[src/rtl/e3s_pkg.sv]
package e3s_pkg;

    typedef enum logic [1:0] {
        ST_HUNT     = 2'd0,
        ST_OVERHEAD = 2'd1,
        ST_PAYLOAD  = 2'd2
    } e3s_state_e;

endpackage

[src/rtl/e3s_ref_edge.sv]
module e3s_ref_edge (
    input  logic clk,
    input  logic rst_n,
    input  logic ref_i,
    output logic rise_o
);

    logic ref_q;

    always_ff @(posedge clk) begin
        if (!rst_n) ref_q <= 1'b0;
        else        ref_q <= ref_i;
    end

    assign rise_o = ref_i & ~ref_q;

    // a held-high reference never produces two edges in a row
    assert_single_edge_R3: assert property (@(posedge clk) disable iff (!rst_n)
        rise_o |=> !rise_o);

endmodule

[src/rtl/e3s_pos_ctr.sv]
module e3s_pos_ctr #(
    parameter int FRAME_BITS = 1536,
    localparam int POS_W = $clog2(FRAME_BITS)
) (
    input  logic             clk,
    input  logic             rst_n,
    input  logic             restart_i,
    input  logic             run_i,
    output logic [POS_W-1:0] pos_o,
    output logic [POS_W-1:0] pos_nxt_o,
    output logic             last_o
);

    localparam logic [POS_W-1:0] LAST = POS_W'(FRAME_BITS - 1);

    logic [POS_W-1:0] pos_q;

    assign last_o = (pos_q == LAST);

    always_comb begin
        if (restart_i)   pos_nxt_o = '0;
        else if (!run_i) pos_nxt_o = pos_q;
        else if (last_o) pos_nxt_o = '0;
        else             pos_nxt_o = pos_q + 1'b1;
    end

    always_ff @(posedge clk) begin
        if (!rst_n) pos_q <= '0;
        else        pos_q <= pos_nxt_o;
    end

    assign pos_o = pos_q;

    assert_step_R4: assert property (@(posedge clk) disable iff (!rst_n)
        (run_i && !restart_i && !last_o) |=> (pos_o == POS_W'($past(pos_o) + 1'b1)));

    assert_wrap_R4: assert property (@(posedge clk) disable iff (!rst_n)
        (run_i && !restart_i && last_o) |=> (pos_o == '0));

    assert_range_R4: assert property (@(posedge clk) disable iff (!rst_n)
        pos_o <= LAST);

endmodule

[src/rtl/e3s_slip_flag.sv]
module e3s_slip_flag (
    input  logic clk,
    input  logic rst_n,
    input  logic set_i,
    input  logic clr_i,
    output logic flag_o
);

    logic flag_q;

    always_ff @(posedge clk) begin
        if (!rst_n)     flag_q <= 1'b0;
        else if (set_i) flag_q <= 1'b1;
        else if (clr_i) flag_q <= 1'b0;
    end

    assign flag_o = flag_q;

    assert_set_R7: assert property (@(posedge clk) disable iff (!rst_n)
        set_i |=> flag_o);

    assert_sticky_R8: assert property (@(posedge clk) disable iff (!rst_n)
        (flag_o && !clr_i) |=> flag_o);

    assert_clear_R8: assert property (@(posedge clk) disable iff (!rst_n)
        (clr_i && !set_i) |=> !flag_o);

endmodule

[src/rtl/e3s_tx_slave_if.sv]
module e3s_tx_slave_if
    import e3s_pkg::*;
#(
    parameter int FRAME_BITS = 1536,
    parameter int OH_BITS    = 12,
    localparam int POS_W = $clog2(FRAME_BITS)
) (
    input  logic             clk,
    input  logic             rst_n,
    input  logic             ser_in,
    input  logic             frame_ref,
    input  logic             nib_sel,
    input  logic             slip_clr,
    output logic             oh_ind,
    output logic             pay_data,
    output logic             pay_valid,
    output logic [POS_W-1:0] bit_pos,
    output logic             slip_flag
);

    localparam logic [POS_W-1:0] OH_LIM = POS_W'(OH_BITS);

    e3s_state_e       st_q, st_nxt;
    logic             ref_rise;
    logic             ctr_run;
    logic             ctr_last;
    logic             slip_set;
    logic [POS_W-1:0] pos_nxt;

    e3s_ref_edge u_edge (
        .clk    (clk),
        .rst_n  (rst_n),
        .ref_i  (frame_ref),
        .rise_o (ref_rise)
    );

    assign ctr_run = (st_q != ST_HUNT);

    e3s_pos_ctr #(.FRAME_BITS(FRAME_BITS)) u_ctr (
        .clk       (clk),
        .rst_n     (rst_n),
        .restart_i (ref_rise),
        .run_i     (ctr_run),
        .pos_o     (bit_pos),
        .pos_nxt_o (pos_nxt),
        .last_o    (ctr_last)
    );

    // an edge while running that is not on the wrap point is a slip
    assign slip_set = ref_rise && ctr_run && !ctr_last;

    e3s_slip_flag u_slip (
        .clk    (clk),
        .rst_n  (rst_n),
        .set_i  (slip_set),
        .clr_i  (slip_clr),
        .flag_o (slip_flag)
    );

    // next-state decode
    always_comb begin
        st_nxt = st_q;
        unique case (st_q)
            ST_HUNT:     st_nxt = ref_rise ? ST_OVERHEAD : ST_HUNT;
            ST_OVERHEAD,
            ST_PAYLOAD:  st_nxt = (pos_nxt < OH_LIM) ? ST_OVERHEAD : ST_PAYLOAD;
            default:     st_nxt = ST_HUNT;
        endcase
    end

    // state register
    always_ff @(posedge clk) begin
        if (!rst_n) st_q <= ST_HUNT;
        else        st_q <= st_nxt;
    end

    // registered outputs for the bit sampled on this edge
    always_ff @(posedge clk) begin
        if (!rst_n) begin
            oh_ind    <= 1'b0;
            pay_valid <= 1'b0;
            pay_data  <= 1'b0;
        end else begin
            oh_ind    <= (st_nxt == ST_OVERHEAD);
            pay_valid <= (st_nxt == ST_PAYLOAD) && !nib_sel;
            pay_data  <= ((st_nxt == ST_PAYLOAD) && !nib_sel) ? ser_in : 1'b0;
        end
    end

    assert_restart_R3: assert property (@(posedge clk) disable iff (!rst_n)
        ref_rise |=> (bit_pos == '0 && oh_ind));

    assert_excl_R5: assert property (@(posedge clk) disable iff (!rst_n)
        !(oh_ind && pay_valid));

    assert_oh_window_R5: assert property (@(posedge clk) disable iff (!rst_n)
        oh_ind |-> (bit_pos < OH_LIM));

    assert_pay_window_R6: assert property (@(posedge clk) disable iff (!rst_n)
        pay_valid |-> (bit_pos >= OH_LIM));

    assert_hunt_quiet_R2: assert property (@(posedge clk) disable iff (!rst_n)
        (st_q == ST_HUNT && !ref_rise) |=> (!pay_valid && !oh_ind));

    assert_nib_R9: assert property (@(posedge clk) disable iff (!rst_n)
        nib_sel |=> !pay_valid);

endmodule

[config.mk]
export PLATFORM = sky130hd
export DESIGN_NAME = e3s_tx_slave_if
export DESIGN_NICKNAME = d
export VERILOG_FILES = /design/src/rtl/e3s_pkg.sv /design/src/rtl/e3s_ref_edge.sv /design/src/rtl/e3s_pos_ctr.sv /design/src/rtl/e3s_slip_flag.sv /design/src/rtl/e3s_tx_slave_if.sv
export SDC_FILE = /design/constraint.sdc
export NUM_CORES = 1
export LEC_CHECK = 0
export BUFFER_PORTS_ARGS = -buffer_cell sky130_fd_sc_hd__buf_4
export CAP_MARGIN = 20
export CELL_PAD_IN_SITES_DETAIL_PLACEMENT = 0
export CELL_PAD_IN_SITES_GLOBAL_PLACEMENT = 1
export CORE_AREA = 2 2 78 50
export CTS_CLUSTER_DIAMETER = 150
export DETAILED_ROUTE_END_ITERATION = 6
export DIE_AREA = 0 0 80 52
export PLACE_DENSITY = 0.68
export SETUP_SLACK_MARGIN = 0.1
export SKIP_LAST_GASP = 1
export SLEW_MARGIN = 20
export SYNTH_ARGS = -nofsm -noshare
export SYNTH_HDL_FRONTEND = slang
export SYNTH_SLANG_ARGS = --single-unit
[constraint.sdc]
create_clock -name clk -period 1.98 [get_ports clk]
set_input_delay 0 -clock clk [delete_from_list [all_inputs] [get_ports clk]]
set_output_delay 0 -clock clk [all_outputs]
set_load 0.05 [all_outputs]
# Yosys cells after proc, flatten, opt, wreduce, memory -nomap -nowiden
# Index checks and enable logic that the tools add are counted.
[classes] n_addsub=1 magnitude_cmp=1 n_eq_ne=5 muxes=8 bitwise=2 reduce_logical=10
[ops] cell="two-way mux 11 bit" count=3
[ops] cell="adder 11 x 1 -> 11 bit (second input constant)" count=1
[ops] cell="equality test 11 bit (second input constant)" count=1
[ops] cell="< comparator 11 x 4 -> 1 bit (second input constant)" count=1
[ops] cell="equality test 2 x 1 -> 1 bit (second input constant)" count=2
[ops] cell="equality test 2 bit (second input constant)" count=2
[ops] cell="case mux 2 bit (2 select lines)" count=1
[ops] cell="nonzero test 2 bit" count=2
[ops] cell="logical AND 1 bit" count=3
[ops] cell="two-way mux 1 bit" count=3
[ops] cell="logical NOT 1 bit" count=2
[ops] cell="logical NOT 2 bit" count=1
[ops] cell="two-way mux 2 bit" count=1
[ops] cell="AND reduction 2 bit" count=1
[ops] cell="OR reduction 2 bit" count=1
[ops] cell="bitwise AND 1 bit" count=1
[ops] cell="inverter 1 bit" count=1
[word_totals] regBits=18 input_bits=6 output_inout_bits=15 wordCells=34

# Longest topological paths before layout
[depth] word_depth=10 ltp_mapped=10 ltp_nobuf=8

# By module
# From an unflattened synthesis, not the netlist that was laid out.
[unflattened] cells_unflattened=104 area_unflattened_um2=915.9
[modules_own_cells] module="e3s_pos_ctr" instances=1 cells_each=73 area_per_inst_um2=603.1 seq_area_each_um2=220.2
[modules_own_cells] module="e3s_tx_slave_if" instances=1 cells_each=25 area_per_inst_um2=231.5 seq_area_each_um2=100.1
[modules_own_cells] module="e3s_slip_flag" instances=1 cells_each=3 area_per_inst_um2=41.3 seq_area_each_um2=20.0
[modules_own_cells] module="e3s_ref_edge" instances=1 cells_each=3 area_per_inst_um2=40.0 seq_area_each_um2=20.0

# Least setup slack after synthesis
# Ideal clock, no wire load.
[synth_path] path_type="register to register" from="register u_ctr.pos_q[0], in the netlist u_ctr.pos_o[0]" to="register pay_data" setup_ps=87 arrival_ps=2028 t_required_ps=1893 slack_ps=-136 stages_incl_launch_ff=9 path_buffers=1 synth_period_minus_slack_ps=2116 cell_sequence="dfxtp_1 ha_1 and4b_1 buf_6 a211o_1 a21boi_2 o2111ai_1 nand3_2 nor4b_2"
[synth_between] elab_chain_len=10 word_cells_on_any_way=11 cone_classes="add/sub (1); order compare (1); eq/ne (2); mux (5); reduce/logical (2)"
[synth_rtl] element="start, declared" line_no="e3s_pos_ctr.sv:16" rtl="logic [POS_W-1:0] pos_q;"
[synth_rtl] element="start signal, assigned" line_no="e3s_pos_ctr.sv:29" rtl="else pos_q <= pos_nxt_o;"
[synth_rtl] element="adder 11 x 1 -> 11 bit or equality test 11 bit (tied branches)" line_no="e3s_pos_ctr.sv:24, e3s_pos_ctr.sv:18"
[synth_rtl] element="two-way mux 11 bit" line_no="e3s_pos_ctr.sv:23" rtl="else if (last_o) pos_nxt_o = '0;"
[synth_rtl] element="two-way mux 11 bit (*)" line_no="e3s_pos_ctr.sv:22" rtl="else if (!run_i) pos_nxt_o = pos_q;"
[synth_rtl] element="two-way mux 11 bit (*)" line_no="e3s_pos_ctr.sv:21" rtl="if (restart_i) pos_nxt_o = '0;"
[synth_rtl] element="< comparator 11 x 4 -> 1 bit (*)" line_no="e3s_tx_slave_if.sv:66" rtl="ST_PAYLOAD: st_nxt = (pos_nxt < OH_LIM) ? ST_OVERHEAD : ST_PAYLOAD;"
[synth_rtl] element="two-way mux 2 bit (*)" line_no="e3s_tx_slave_if.sv:66"
[synth_rtl] element="case mux 2 bit (2 select lines) (*)" line_no="e3s_tx_slave_if.sv:63" rtl="unique case (st_q)"
[synth_rtl] element="equality test 2 bit (*)" line_no="e3s_tx_slave_if.sv:86" rtl="pay_data <= ((st_nxt == ST_PAYLOAD) && !nib_sel) ? ser_in : 1'b0;"
[synth_rtl] element="logical AND 1 bit (*)" line_no="e3s_tx_slave_if.sv:86"
[synth_rtl] element="AND reduction 2 bit (no source line) (*)"
[synth_rtl] element="end signal, assigned" line_no="e3s_tx_slave_if.sv:86"
[synth_rtl] element="end, declared" line_no="e3s_tx_slave_if.sv:15" rtl="output logic pay_data,"
# Every way passes the cells marked *; elsewhere a longest branch is shown, timed or not.
# A chain may end at the register's enable or synchronous reset.

# Worst setup path after layout
[layout_path] from="register st_q[0]" to="register pay_data"
[layout_between] elab_chain_len=9 word_cells_on_any_way=13 cone_classes="order compare (1); eq/ne (3); mux (4); reduce/logical (5)"
[layout_rtl] element="start, declared" line_no="e3s_tx_slave_if.sv:23" rtl="e3s_state_e st_q, st_nxt;"
[layout_rtl] element="start signal, assigned" line_no="e3s_tx_slave_if.sv:74" rtl="else st_q <= st_nxt;"
[layout_rtl] element="nonzero test 2 bit" line_no="e3s_tx_slave_if.sv:37" rtl="assign ctr_run = (st_q != ST_HUNT);"
[layout_rtl] element="two-way mux 11 bit" line_no="e3s_pos_ctr.sv:22"
[layout_rtl] element="two-way mux 11 bit" line_no="e3s_pos_ctr.sv:21"
[layout_rtl] element="< comparator 11 x 4 -> 1 bit" line_no="e3s_tx_slave_if.sv:66"
[layout_rtl] element="two-way mux 2 bit" line_no="e3s_tx_slave_if.sv:66"
[layout_rtl] element="case mux 2 bit (2 select lines) (*)" line_no="e3s_tx_slave_if.sv:63"
[layout_rtl] element="equality test 2 bit (*)" line_no="e3s_tx_slave_if.sv:86"
[layout_rtl] element="logical AND 1 bit (*)" line_no="e3s_tx_slave_if.sv:86"
[layout_rtl] element="AND reduction 2 bit (no source line) (*)"
# Marks and branches as above.

==> reports/qor.tcl <==
set qor(outcome) {finished, final reports clean}
set qor(die_height_um) 52
set qor(met3_length_um) 113
set qor(cts-htree-levels) 1
set qor(critical_path_buf_inv_count) 1
set qor(worstSetupPathDepth) 8
set qor(cts-root-buf) {clkbuf_8}
set qor(synthTopCellsByCount) {dfxtp_1, nor2_1, xnor2_1}
set qor(clock_power_share_pct) 35.4
set qor(fin_crit_ps) 1870
set qor(synth_sequential_area_ratio_pct) 34.9
set qor(grt_overflow) 0
set qor(synth_flop_type) {dfxtp_1}
set qor(max-clock-path-buffers) 2
set qor(crit_chain) {inv_2 -> ha_4 -> and3b_4 -> and4_4 -> nor3_2 -> o2111ai_2 -> nand3_2 -> nor4b_4}
set qor(critical-path-top-delay-family) {simple AND/OR/NAND/NOR gates}
set qor(number_of_enable_flip_flop_cells_after_synthesis) 0
set qor(fmax_mhz) 534
set qor(switchingPower_w) 0.000187
set qor(dp.final_hpwl_um) 1800
set qor(max_slew.worst_pin.slew_ps) 647
set qor(power.share.combinational_pct) 13.6
set qor(antenna_found_initial) 0
set qor(timing.slew.headroom_pct) 56.7
set qor(synth_top_cell_area_share_pct) 34.9
set qor(crit_slowest_cell) {dfxtp_2}
set qor(post_synth_inst_count) 116
set qor(routed-wl-met2_um) 1080
set qor(ys_top_cells_by_area) {dfxtp_1, xnor2_1, nor2_1}
set qor(synthArstFlopShare_pct) 0
set qor(final_antenna_net_count) 0
set qor(syn_avg_cell_area_sq_um) 8.90
set qor(grt_start_max_net_pins) 12
set qor(synth_area_leader_cell) {dfxtp_1}
set qor(area_delta_synth_final_pct) 35.4
set qor(filler_cell_count) 380
set qor(dr.max_layer_used) {met4}
set qor(portBuffers) 20
set qor(gp_congestion) 0.799
set qor(dpl.cell_count) 179
set qor(design.die.area_sq_mm) 0.00416
set qor(fin_ws_ps) 106
set qor(dieWidth_um) 80
set qor(route.final.wire_length_um) 2480
set qor(first_global_vias) 850
set qor(hp-class) {in2reg}
set qor(initial_utilization_pct) 29.6
set qor(dpl_cell_area_sq_mm) 0.00122
set qor(num_vias) 918
set qor(timing.rr.end) {pay_data}
set qor(power.sequential.fraction_pct) 51.0
set qor(number_of_buffers_created_by_cts) 3
set qor(worstPathRequired_ps) 2150
set qor(timing.setup.tns_ps) 0
set qor(design_area_final_sq_mm) 0.00140
set qor(numClockSinks) 18
set qor(reg2reg_setup_slack_ps) 110
set qor(power.switching_fraction_pct) 25.4
set qor(detail_route.wl_per_cell_um) 13.1
set qor(finish.cell_count_without_fillers) 190
set qor(cts_tree) {built}
set qor(synth.ff_latch_count) 18
set qor(drt_iter0_markers) 35
set qor(fin_crit_sh_pct) 94.6
set qor(syn-cell-area_sq_mm) 0.00103
set qor(synth_nets) 125
set qor(end_kind) {flop}
set qor(final_layout_size_suffix_gt1_share_pct) 39.2
set qor(design.final.nets) 153
set qor(firstDrtPassIters) 4
set qor(fin_skew_ps) 2.13
set qor(worst_setup_path_start_kind) {flop}
set qor(timing.critical_path.arrival_ps) 2040
set qor(placementRows) 17
set qor(core-area_sq_mm) 0.00349
set qor(ys_warn_count) 0
set qor(leakage_nw) 0.552
set qor(worstPathMaxFanout) 5
set qor(pre_cts_slack_ps) 37.8
set qor(clk_pin_slew_ps) 70
set qor(pin_count) 21
set qor(rr_startpoint) {st_q[0]}
set qor(synthMostInstantiatedCell) {dfxtp_1}
set qor(cap_viol_max_count) 0
set qor(ir_worst_vdd_v) 0.000276
set qor(globalRouteTotalUtil_pct) 13.1
set qor(vias_per_cell) 4.83
set qor(rsz0062_at_grt) {true}
set qor(timing.critical_path.from) {st_q[0]}
set qor(synth.lib_cells_used.distinct) 47
set qor(p_int_w) 0.000551
set qor(met1Wirelength_um) 1280
set qor(insertedDiodeCount) 0
set qor(crit_path_max_incr_delay_ps) 340
set qor(power_density_mw_per_mm2) 528
set qor(grt_pass1_wl_um) 4120
set qor(reg2regPathDepth) 8
set qor(finalSetupViolCount) 0
set qor(clk_latency_ps) 250
set qor(worst_setup_path_endpoint) {pay_data}
set qor(criticalPathCategory) {reg2reg}
set qor(slew_viol_final) 0
set qor(drcViolationCount) 0
set qor(final-hold-violation-count) 0
-- registers in the layout, indices dropped and copies added, names as in the netlist --
name           cells
u_slip.flag_o      1
pay_valid          1
u_edge.ref_q       1
st_q               2
oh_ind             1
u_ctr.pos_o       11
pay_data           1
-- power by group through the flow --
stage / combinational, W / sequential [W] / clock [W]
after global placement: 0.0000877 / 0.000383 / 0
after global routing: 0.000111 / 0.000378 / 0.000288
after detailed placement: 0.0000859 / 0.000384 / 0
after CTS: 0.0000910 / 0.000376 / 0.000277
final: 0.000100 / 0.000376 / 0.000261
after floorplan: 0.0000365 / 0.000402 / 0
-- placed cells by master (no fill, tap or decap), types with 3 or more instances in the layout --
cell type  instances
buf_4             26
clkbuf_8           3
inv_1              3
nand2_1            5
nor2_1            13
nor2b_1            3
xnor2_1            7
a21oi_1            4
nor3_1             3
dfxtp_1            9
o21ai_1            3
nand3_1            3
xor2_1             4
and2_1             3
dfxtp_2            7
-- cell type report --
class / instances / area (sq um) / share of cell area [%]
multi-input cells: 88 / 683 / 48.9
flip-flops and latches: 18 / 377 / 26.9
repair buffers: 28 / 215 / 15.4
well taps: 47 / 58.8 / 4.21
clock buffers: 3 / 41.3 / 2.95
inverters: 5 / 18.8 / 1.34
clock inverters: 1 / 3.75 / 0.269
-- routing by layer --
metal | vias to the layer above | global-route usage (%)
met5 | - | 0
met4 | 0 | 1.69
met3 | 2 | 4.17
met2 | 15 | 19.4
met1 | 437 | 18.9
li1 | 464 | -
-- what timing repair did --
item,in CTS,in global routing
setup endpoints to repair,5,5
resized for setup,5,12
pin swaps,2,5
hold buffers,2,0
buffers inserted,1,4
endpoints found under the hold margin,3,0
-- logic make-up (layout without fill, tap and decap cells) --
group	count (synthesis)	after routing	share of synthesized area, %
muxes	1	1	0.970
DFF	18	18	34.9
buffers and inverters	10	37	5.70
adders and majority gates	3	3	3.64
AOI/OAI and AO/OA	21	21	14.4
xor gates and xnor gates	11	11	9.33
and+or+nand+nor	52	52	31.0
-- per-stage QoR --
stage | power (W) | utilization [%] | hold slack (ps)
after CTS | 0.000744 | 37.5 | 7.75
final | 0.000738 | 40.1 | 10.8
after detailed placement | 0.000470 | 35.0 | 179
after global routing | 0.000777 | 40.1 | 9.58
after floorplan | 0.000438 | - | 71.4
after global placement | 0.000471 | 35.0 | 177
-- worst min path at each step --
| stage | cells past startpoint | from | slack [ps] | endpoint |
|---|---|---|---|---|
| 4_1_cts | 2 | rst_n | 8 | u_edge.ref_q |
| 3_3_place_gp | 2 | nib_sel | 180 | pay_data |
| 6_report | 2 | ser_in | 10 | pay_data |
| 5_1_grt | 2 | ser_in | 10 | pay_data |
| 2_1_floorplan | 1 | nib_sel | 70 | pay_data |
| 3_5_place_dp | 2 | nib_sel | 180 | pay_data |
(Power assumes the default switching activity.)
